<file path="src/rtl/msl_pkg.sv">
package msl_pkg;
  localparam int NUM_LINES = 4;
  localparam int LN_CTS    = 0;
  localparam int LN_DSR    = 1;
  localparam int LN_RI     = 2;
  localparam int LN_DCD    = 3;
  localparam int CTL_W     = 5;

  typedef struct packed {
    logic loop_en;
    logic aux_b;
    logic aux_a;
    logic rts_on;
    logic dtr_on;
  } ctl_t;

  // ring indicator flags only its rising state edge
  localparam logic [NUM_LINES-1:0] RISE_ONLY_MASK = 4'b0100;
endpackage

</file>
<file path="src/rtl/msl_sync.sv">
module msl_sync #(
  parameter int WIDTH   = 4,
  parameter int STAGES  = 2,
  parameter logic [WIDTH-1:0] RST_VAL = '1
) (
  input  logic             clk,
  input  logic             rst_n,
  input  logic [WIDTH-1:0] async_in,
  output logic [WIDTH-1:0] sync_out
);
  logic [WIDTH-1:0] chain_q [STAGES];

  genvar s;
  generate
    for (s = 0; s < STAGES; s++) begin : g_stage
      logic [WIDTH-1:0] chain_d;
      if (s == 0) begin : g_first
        assign chain_d = async_in;
      end else begin : g_next
        assign chain_d = chain_q[s-1];
      end
      always_ff @(posedge clk or negedge rst_n) begin
        if (!rst_n) chain_q[s] <= RST_VAL;
        else        chain_q[s] <= chain_d;
      end
    end
  endgenerate

  assign sync_out = chain_q[STAGES-1];
endmodule

</file>
<file path="src/rtl/msl_ctrl_reg.sv">
module msl_ctrl_reg
  import msl_pkg::*;
(
  input  logic             clk,
  input  logic             rst_n,
  input  logic             wr_en,
  input  logic [CTL_W-1:0] wdata,
  output ctl_t             ctl_q
);
  ctl_t ctl_d;

  always_comb begin
    ctl_d = ctl_q;
    if (wr_en) ctl_d = ctl_t'(wdata);
  end

  always_ff @(posedge clk or negedge rst_n) begin
    if (!rst_n) ctl_q <= '0;
    else        ctl_q <= ctl_d;
  end
endmodule

</file>
<file path="src/rtl/msl_delta.sv">
module msl_delta #(
  parameter int N = 4,
  parameter logic [N-1:0] RISE_ONLY = '0
) (
  input  logic         clk,
  input  logic         rst_n,
  input  logic [N-1:0] line_next,
  input  logic         clr,
  output logic [N-1:0] state_q,
  output logic [N-1:0] delta_q
);
  logic [N-1:0] change;
  logic [N-1:0] delta_d;

  genvar i;
  generate
    for (i = 0; i < N; i++) begin : g_line
      if (RISE_ONLY[i]) begin : g_rise
        assign change[i] = line_next[i] & ~state_q[i];
        AST_RISE_ONLY_FLAG: assert property (@(posedge clk) disable iff (!rst_n)
          $rose(delta_q[i]) |-> $rose(state_q[i]));
      end else begin : g_any
        assign change[i] = line_next[i] ^ state_q[i];
        AST_FLAG_HAS_CAUSE: assert property (@(posedge clk) disable iff (!rst_n)
          $rose(delta_q[i]) |-> (state_q[i] != $past(state_q[i])));
      end
      // a change on the clearing edge wins over the clear
      assign delta_d[i] = change[i] | (delta_q[i] & ~clr);
    end
  endgenerate

  always_ff @(posedge clk or negedge rst_n) begin
    if (!rst_n) begin
      state_q <= '0;
      delta_q <= '0;
    end else begin
      state_q <= line_next;
      delta_q <= delta_d;
    end
  end

  AST_READ_CLEARS: assert property (@(posedge clk) disable iff (!rst_n)
    ($past(clr) && $stable(state_q)) |-> (delta_q == '0));
endmodule

</file>
<file path="src/rtl/modem_status_loop.sv">
module modem_status_loop
  import msl_pkg::*;
#(
  parameter int SYNC_STAGES = 2,
  parameter int REG_W       = 8
) (
  input  logic             clk,
  input  logic             rst_n,
  input  logic             ctl_wr,
  input  logic [CTL_W-1:0] ctl_wdata,
  output logic [REG_W-1:0] ctl_rdata,
  input  logic             sts_rd,
  output logic [REG_W-1:0] sts_rdata,
  input  logic             irq_en,
  input  logic             cts_n,
  input  logic             dsr_n,
  input  logic             ri_n,
  input  logic             dcd_n,
  output logic             dtr_n,
  output logic             rts_n,
  output logic             irq,
  output logic             loop_active
);
  localparam int PAD_W = REG_W - CTL_W;

  ctl_t                 ctl_q;
  logic [NUM_LINES-1:0] pins_raw_n;
  logic [NUM_LINES-1:0] pins_sync_n;
  logic [NUM_LINES-1:0] pin_level;
  logic [NUM_LINES-1:0] loop_level;
  logic [NUM_LINES-1:0] line_next;
  logic [NUM_LINES-1:0] line_state;
  logic [NUM_LINES-1:0] line_delta;

  assign pins_raw_n[LN_CTS] = cts_n;
  assign pins_raw_n[LN_DSR] = dsr_n;
  assign pins_raw_n[LN_RI]  = ri_n;
  assign pins_raw_n[LN_DCD] = dcd_n;

  msl_sync #(.WIDTH(NUM_LINES), .STAGES(SYNC_STAGES), .RST_VAL('1)) u_sync (
    .clk      (clk),
    .rst_n    (rst_n),
    .async_in (pins_raw_n),
    .sync_out (pins_sync_n)
  );

  msl_ctrl_reg u_ctrl (
    .clk   (clk),
    .rst_n (rst_n),
    .wr_en (ctl_wr),
    .wdata (ctl_wdata),
    .ctl_q (ctl_q)
  );

  assign pin_level = ~pins_sync_n;

  assign loop_level[LN_CTS] = ctl_q.rts_on;
  assign loop_level[LN_DSR] = ctl_q.dtr_on;
  assign loop_level[LN_RI]  = ctl_q.aux_a;
  assign loop_level[LN_DCD] = ctl_q.aux_b;

  assign line_next = ctl_q.loop_en ? loop_level : pin_level;

  msl_delta #(.N(NUM_LINES), .RISE_ONLY(RISE_ONLY_MASK)) u_delta (
    .clk       (clk),
    .rst_n     (rst_n),
    .line_next (line_next),
    .clr       (sts_rd),
    .state_q   (line_state),
    .delta_q   (line_delta)
  );

  assign sts_rdata   = {line_state, line_delta};
  assign irq         = irq_en & (|line_delta);
  assign loop_active = ctl_q.loop_en;
  assign dtr_n       = ~(ctl_q.dtr_on & ~ctl_q.loop_en);
  assign rts_n       = ~(ctl_q.rts_on & ~ctl_q.loop_en);
  assign ctl_rdata   = {{PAD_W{1'b0}}, ctl_q.loop_en, ctl_q.aux_b, ctl_q.aux_a,
                        ctl_q.rts_on & ~ctl_q.loop_en, ctl_q.dtr_on & ~ctl_q.loop_en};

  AST_LOOP_PINS_IDLE: assert property (@(posedge clk) disable iff (!rst_n)
    loop_active |-> (dtr_n && rts_n));
  AST_LOOP_RB_MASK: assert property (@(posedge clk) disable iff (!rst_n)
    loop_active |-> (ctl_rdata[1:0] == 2'b00));
  AST_IRQ_GATED: assert property (@(posedge clk) disable iff (!rst_n)
    !irq_en |-> !irq);
  AST_IRQ_NEEDS_FLAG: assert property (@(posedge clk) disable iff (!rst_n)
    irq |-> (sts_rdata[3:0] != 4'h0));
endmodule

</file>
<file path="config.mk">
export PLATFORM = sky130hd
export DESIGN_NAME = modem_status_loop
export DESIGN_NICKNAME = d
export VERILOG_FILES = /design/src/rtl/msl_pkg.sv /design/src/rtl/msl_sync.sv /design/src/rtl/msl_ctrl_reg.sv /design/src/rtl/msl_delta.sv /design/src/rtl/modem_status_loop.sv
export SDC_FILE = /design/constraint.sdc
export NUM_CORES = 1
export LEC_CHECK = 0
export BUFFER_PORTS_ARGS = -buffer_cell sky130_fd_sc_hd__buf_4
export CORE_UTILIZATION = 30
export CTS_CLUSTER_SIZE = 25
export DETAILED_ROUTE_END_ITERATION = 16
export PLACE_DENSITY = 0.59
export SYNTH_ARGS = -nofsm -noshare
export SYNTH_HDL_FRONTEND = slang
export SYNTH_SLANG_ARGS = --single-unit
</file>
<file path="constraint.sdc">
create_clock -name clk -period 1.4 [get_ports clk]
set_clock_uncertainty 0.05 [all_clocks]
set_input_delay 0.35 -clock clk [delete_from_list [all_inputs] [get_ports clk]]
set_output_delay 0.35 -clock clk [all_outputs]
set_load 0.02 [all_outputs]
</file>
Word-level counts from Yosys, hierarchy flattened
Index checks and enable logic that the tools add are counted.

Flip-flop bits (word level): 21. Output and inout port bits: 20. Word-level logic and storage cells: 32.

Mux-type cells: 1. Bitwise logic cells: 21. Reductions and logical operators: 1.

Operators by type and width (number): $and A1 B1 Y1 (8); $not A1 Y1 (5); $mux W4 (1); $not A4 Y4 (1); $or A1 B1 Y1 (4); $reduce_or A4 Y1 (1); $xor A1 B1 Y1 (3).

Depth between registers and ports, before layout
Gate-level depths: netlist of the first run.

Depth in word-level cells: 4. Mapped depth: 4. Mapped depth without buffers: 3.

Hierarchy
Synthesis of the first run repeated with hierarchy kept, for this count alone.

Cells, all modules: 57. Area, all modules: 763.2 µm².

Modules (own cells, without submodules): msl_delta (times used 1, cells each 20, area each 266.5 µm², sequential area each 200.2 µm²); msl_sync (times used 1, cells each 8, area each 210.2 µm², sequential area each 210.2 µm²); msl_ctrl_reg (times used 1, cells each 10, area each 181.4 µm², sequential area each 125.1 µm²); modem_status_loop (times used 1, cells each 19, area each 105.1 µm², sequential area each 0.0 µm²).

Least setup slack after synthesis of the first run
OpenSTA, ideal clock, no wires.

Kind: register to output. Start point: reg u_ctrl.ctl_q[4] (netlist name). End point: out ctl_rdata[0]. Data arrival time: 1.060 ns. Required time: 1.000 ns. Path slack: -0.060 ns. Cell stages (with the launch flop): 4. Path through: dfrtp_1 > buf_6 > nand2b_1 > inv_1.

Cells in the longest elaborated chain, start to end: 2.

Ends and longest elaborated chain: $not A1 Y1 (line modem_status_loop.sv:79) `ctl_q.rts_on & ~ctl_q.loop_en, ctl_q.dtr_on & ~ctl_q.loop_en};`; $and A1 B1 Y1 (line modem_status_loop.sv:79); to (decl) (line modem_status_loop.sv:11) `output logic [REG_W-1:0] ctl_rdata,`.

Every way passes these cells.

Final worst setup path of the first run
Start point: reg u_delta.delta_q[2]. End point: out irq.

Cells in the longest elaborated chain, start to end: 2.

Ends and longest elaborated chain: from (decl) (line msl_delta.sv:10) `output logic [N-1:0] delta_q`; from (signal assigned) (line msl_delta.sv:38) `delta_q <= delta_d;`; $reduce_or A4 Y1 (line modem_status_loop.sv:74) `assign irq = irq_en & (|line_delta);`; $and A1 B1 Y1 (line modem_status_loop.sv:74); to (decl) (line modem_status_loop.sv:21) `output logic irq,`.

Every way passes these cells.

==> impl_metrics.toml, run 1 <==
[outcome]
outcome = "finished with violations"
violated_checks = "negative setup slack"

[floorplan]
dieArea_sq_mm = 0.002980
i_o_pin_cnt = 34
die_w_um = 54.59
die_y_um = 54.59
area_inside_the_core_boundary_sq_mm = 0.002545
initial_util_pct = 32.60
num_rows = 18

[timing]
timing.final.ws_setup_ns = -0.2592
fmax_ghz = 0.6027
period_utilization_post_route_pct = 118.5
max_slew_violation_count = 0
setup_viol = 8
layout_min_cycle_time_ns = 1.659
setup_total_negative_slack_ns = -0.5422
rsz0062_at_grt = "true"
final_hold_viol_count = 0

[layout]
layout.core_utilization_pct = 47.05
layout.cells.most_common = "buf_4"
nFillCells = 236
antennaDiodeCount = 0
areaGrowthSynthToFinish_pct = 44.34
drive_gt1_share_pct = 58.82
final_nets = 117
layout.cells.most_common_list = "buf_4 (27), dfrtp_1 (12), buf_6 (11)"

[worst_setup_path]
critical_path_sink_type = "primary output"
timing.setup.critical_path_class = "flop to primary output"
worst_ep_arrival_time_ns = 1.26
critical_path.slowest_cell = "o41a_1"
timing.critical_path.cells = "o41a_1 -> buf_6"
setup.worst_path.start_class = "flop"
timing.critical_path.required_ns = 1.00
critical_path_cell_count = 2
worst_path_largest_cell_delay_ns = 0.44
timing.critical_path.buf_inv = 1
crit_path_max_fanout = 2
critical-path-top-delay-family = "compound AO/OA/AOI/OAI gates"
critical_path.reg2reg.startpoint = "u_ctrl.ctl_q[4]"
critical_path.startpoint = "u_delta.delta_q[2]"
reg2reg_depth = 4

[logic_synthesis]
postSynthAreaPerCell_sq_um = 12.96
synth-seq-cells = 21
post_synth_inst_count = 64
synth_area_sq_um = 829.5
synth_largest_type_area_fraction_pct = 39.22
number_of_distinct_library_cells_after_synthesis = 17
synth-warning-count = 0
cell_type_with_the_highest_aggregate_area_in_the_netlist = "dfrtp_1"
synth.top_cells.by_area = "dfrtp_1 (39%), dfstp_2 (25%), buf_4 (5.4%), mux2i_1 (4.8%), nor2b_1 (4.5%)"
yosysSeqAreaShare_pct = 64.56

[route]
drtAntennaViolNets = 0
remaining_drc_errors = 0
dr.first_iter.drc_count = 3
count_of_tritonroute_iterations_in_the_first_routing_pass = 2
routed_wirelength_mm = 1.402
route.detailed.wl_per_inst_um = 10.62
per_cell_via_count_in_the_routed_design = 4.189
num_vias = 553

[grt]
globalRouteTotalUtil_pct = 11.92
pin_count_of_the_biggest_net_entering_global_routing = 22
grt_pass1_wl_mm = 2.435
antenna_found_initial = 0
grt.overflow.total = 0
grt_pass1_vias = 584

[clock_tree]
cts_tree = "done"
htree_levels = 1
bufs_on_longest_clock_path = 2
numCtsBuffers = 3
cts.root.buffer_cell = "clkbuf_4"
clk_pin_slew_ns = 0.11
clock_insertion_delay_at_the_later_pin_of_the_skew_report_ns = 0.29
clock_sink_count = 21

[pwr]
power_leakage_nw = 0.5860
vdd_drop_max_v = 0.001023
power.density_cell_area_mw_per_mm2 = 1193

[hold_path]
worstHoldPathType = "primary input to flop"
hold_sp = "ri_n"
timing.hold.worst_path_depth = 1

[placed_design]
gp_congestion = 0.6090
io_buffers = 30
dp.final_hpwl_mm = 1.007

[run]
number_of_max_cap_violations = 0
-- logic make-up after synthesis --
kind of cell | share of synthesized area, %
other | 0.4521
and+or+nand+nor | 9.200
buffers and inverters | 9.502
muxes | 10.56
DFF | 64.55
AOI/OAI and AO/OA | 5.732
-- per-layer routing --
metal	wire, um	global-route usage (%)	part of all wire, %
met1	652	14.86	47
met2	666	18.47	48
met3	73	5.000	5.2
met4	10	3.846	0.71
met5	0	0	0
-- where the power goes --
| part | leakage, nW | internal, mW | switching, mW |
|---|---|---|---|
| sequential | 0.235 | 0.680 | 0.0431 |
| combinational | 0.336 | 0.230 | 0.199 |
| clock | 0.0150 | 0.111 | 0.167 |
| total | 0.586 | 1.02 | 0.409 |
-- final cells by class --
class	instances	area (sq um)	area share, %
flip-flops and latches	21	536.8	44.83
repair buffers	39	336.6	28.11
inverters	6	22.52	1.881
clock buffers	4	26.28	2.194
well taps	30	37.54	3.135
multi-input cells	32	237.7	19.85
-- through the flow --
| step | instance area [sq um] | worst slack [ns] | power (mW) | hold slack (ns) | std cells |
|---|---|---|---|---|---|
| finish | 1197 | -0.2592 | 1.429 | 0.09696 | 132 |
| global route | 1197 | -0.3087 | 1.518 | 0.06715 | 132 |
| CTS | 1177 | -0.2634 | 1.425 | 0.08904 | 131 |
| detailed placement | 1064 | 0.04155 | 1.086 | 0.1939 | 121 |
| global placement | 1064 | 0.06056 | 1.080 | 0.1914 | 121 |
| floorplan | 842.1 | 0.01805 | 0.9373 | 0.004409 | 66 |
-- state kept, by name, indices dropped and copies added, names as in the netlist --
register and count:
u_sync.sync_out 4, u_delta.state_q 4, u_sync.g_stage.chain_d 4, u_ctrl.ctl_q 5, u_delta.delta_q 4
-- cells in the mapped netlist --
cell	count
nor2b_1	6
o41a_1	1
nor2_1	3
mux2_2	3
o21ai_2	2
conb_1	1
inv_1	6
mux2i_1	4
a22o_1	1
dfrtp_1	13
dfstp_2	8
nand2b_1	2
o21ai_0	2
buf_4	6
nand2_1	4
mux2i_2	1
buf_6	1
-- worst paths after layout --
kind | slack (ns) | end
min | 0.1 | u_sync.g_stage[1].chain_d[2]
min reg2reg | 0.31 | u_sync.sync_out[1]
max in group asynchronous | 0.62 | u_sync.sync_out[0]
max | -0.26 | irq
min in group asynchronous | 0.41 | u_ctrl.ctl_q[1]
max reg2reg | 0.13 | u_delta.delta_q[1]
-- timing repair --
action                                  in CTS  in global routing
endpoints found under the setup margin       7                 10
hold buffers                                 1                  0
buffers inserted                             5                  1
gates resized for setup                     10                  4
pin swaps                                    1                  0
hold endpoints to repair                    13                  0
Power figures use the tool's default switching activity.
==> inputs of run 2 (changes only) <==
CTS_BUF_LIST = sky130_fd_sc_hd__clkbuf_4   (was not set)
==> run 2 against run 1 <==
Compared with the run above:
- the run still ends with negative setup slack left
- setup slack got worse by 0.00071 ns
- combinational power shrank 1%
- sequential cell count did not move
- first-iteration DRC count shrank 33%
- utilization stayed put
- via count is 0.72% higher
- sequential power barely moved
- global-route usage did not move
- maximum frequency about the same
==> impl_metrics.toml, run 2 (synthesis gave the netlist of run 1 again) <==
[outcome]
outcome = "finished with violations"
violated_checks = "negative setup slack"

[worst_setup_path]
critical_path.reg2reg.startpoint = "u_ctrl.ctl_q[4]"
timing.critical_path.required_ns = 1.00
worst_ep_arrival_time_ns = 1.26
critical_path.startpoint = "u_delta.delta_q[2]"
reg2reg_to = "u_delta.delta_q[1]"
setup.reg_to_reg.worst_slack_ns = 0.13
critical_path_sink_type = "primary output"
timing.setup.critical_path_class = "flop to primary output"
reg2reg_depth = 4
setup.worst_path.start_class = "flop"
crit_path_max_fanout = 2

[floorplan]
dieArea_sq_mm = 0.002980
initial_util_pct = 32.60
num_rows = 18
die_w_um = 54.59
area_inside_the_core_boundary_sq_mm = 0.002545
die_y_um = 54.59
i_o_pin_cnt = 34

[grt]
grt_busiest_layer = "met2"
grt.overflow.total = 0
globalRouteMet3Util_pct = 5.000
pin_count_of_the_biggest_net_entering_global_routing = 22
globalRouteTotalUtil_pct = 11.92
met2_usage_pct = 18.47
antenna_found_initial = 0
globalRouteMet1Util_pct = 14.86
grt_pass1_wl_mm = 2.435
grt_pass1_vias = 584

[pwr]
cell_internal_pwr_mw = 1.036
power.share.switching_pct = 28.24
vdd_drop_max_v = 0.0009489
share_clk_of_total_power_pct = 20.6
totalPowerFinal_mw = 1.443
power.density_cell_area_mw_per_mm2 = 1205
seqPwrFrac_pct = 50.1
power.net_switching_uw = 407.5
p_comb_share_pct = 29.3
power_leakage_nw = 0.5880

[layout]
antennaDiodeCount = 0
finish.instance_area_sq_mm = 0.001197
layout.cells.most_common_list = "buf_4 (28), dfrtp_1 (12), buf_6 (10)"
largest_register_ff_count = 5
seqCellArea_sq_um = 536.8
multi_input_comb_area_sq_um = 237.7
final-instance-count-excl-fill = 132
layout.core_utilization_pct = 47.05
areaGrowthSynthToFinish_pct = 44.34
drive_gt1_share_pct = 59.80
layout.cells.most_common = "buf_4"
max_flop_register = "u_ctrl.ctl_q"
final_nets = 117
nFillCells = 236

[timing]
timing.final.ws_setup_ns = -0.2599
period_utilization_post_route_pct = 118.6
final.hold.worst_slack_ns = 0.09661
rsz0062_at_grt = "true"
fmax_ghz = 0.6024
max_slew_violation_count = 0
final_hold_viol_count = 0
setup_total_negative_slack_ns = -0.5456
setup_viol = 8
layout_min_cycle_time_ns = 1.660

[route]
remaining_drc_errors = 0
num_vias = 557
routed_wirelength_mm = 1.393
per_cell_via_count_in_the_routed_design = 4.220
route.detailed.wl_per_inst_um = 10.55
count_of_tritonroute_iterations_in_the_first_routing_pass = 2
dr.first_iter.drc_count = 2
drtAntennaViolNets = 0

[clock_tree]
clock_sink_count = 21
numCtsBuffers = 3
bufs_on_longest_clock_path = 2
clock_insertion_delay_at_the_later_pin_of_the_skew_report_ns = 0.30
clk_pin_slew_ns = 0.11
cts.root.buffer_cell = "clkbuf_4"
htree_levels = 1
cts_tree = "done"

[hold_path]
timing.hold.worst_path_depth = 1
hold_sp = "ri_n"
whs_endpoint = "u_sync.g_stage[1].chain_d[2]"
worstHoldPathType = "primary input to flop"

[placed_design]
preCtsSetupSlack_ns = 0.04155
postPlaceCellArea_sq_mm = 0.001064
dp.final_hpwl_mm = 1.007
io_buffers = 30
gp_congestion = 0.6090
placed_cells = 121

[run]
number_of_max_cap_violations = 0
-- run 2: cell count changes in the layout (fill, tap and decap cells not counted) --
cell,previous run,this run
clkbuf_4,3,4
buf_4,27,28
buf_6,11,10
clkbuf_1,1,0
-- run 2: cell type report --
type	count	share of cell area [%]
Clock buffer	4	2.508
Inverter	6	1.881
Multi-Input combinational cell	32	19.85
Sequential cell	21	44.83
Tap cell	30	3.135
Timing Repair Buffer	39	27.80
-- run 2: metal layers --
layer	vias to the layer above	wire (um)	share of wire (%)
met5	-	0	0
met4	0	10	0.72
met3	2	74	5.3
met2	23	669	48
met1	255	638	46
li1	277	-	-
-- run 2: worst max path at each step --
stage	slack, ns	cells past startpoint	end
final	-0.26	2	irq
after global routing	-0.31	2	irq
after CTS	-0.26	2	irq
after detailed placement	0.04	2	irq
after global placement	0.06	2	irq
after floorplan	0.02	3	ctl_rdata[0]
-- run 2: what timing repair did --
action,4_1_cts,5_1_grt
hold buffers,1,0
endpoints found under the hold margin,13,0
buffers inserted,5,1
gates resized for setup,10,3
pin swaps,1,0
setup endpoints to repair,7,9
-- run 2: power groups by stage --
stage               Combinational, mW  Clock (mW)  Sequential [mW]
floorplan                       0.160           0            0.777
finish                          0.423       0.298            0.723
global route                    0.463       0.336            0.731
global placement                0.349           0            0.731
CTS                             0.412       0.310            0.723
detailed placement              0.351           0            0.736
-- run 2: worst max-delay path: stages (launching register included) --
cell and delay (ns):
dfrtp_1 0.40, o41a_1 0.44, buf_6 0.14
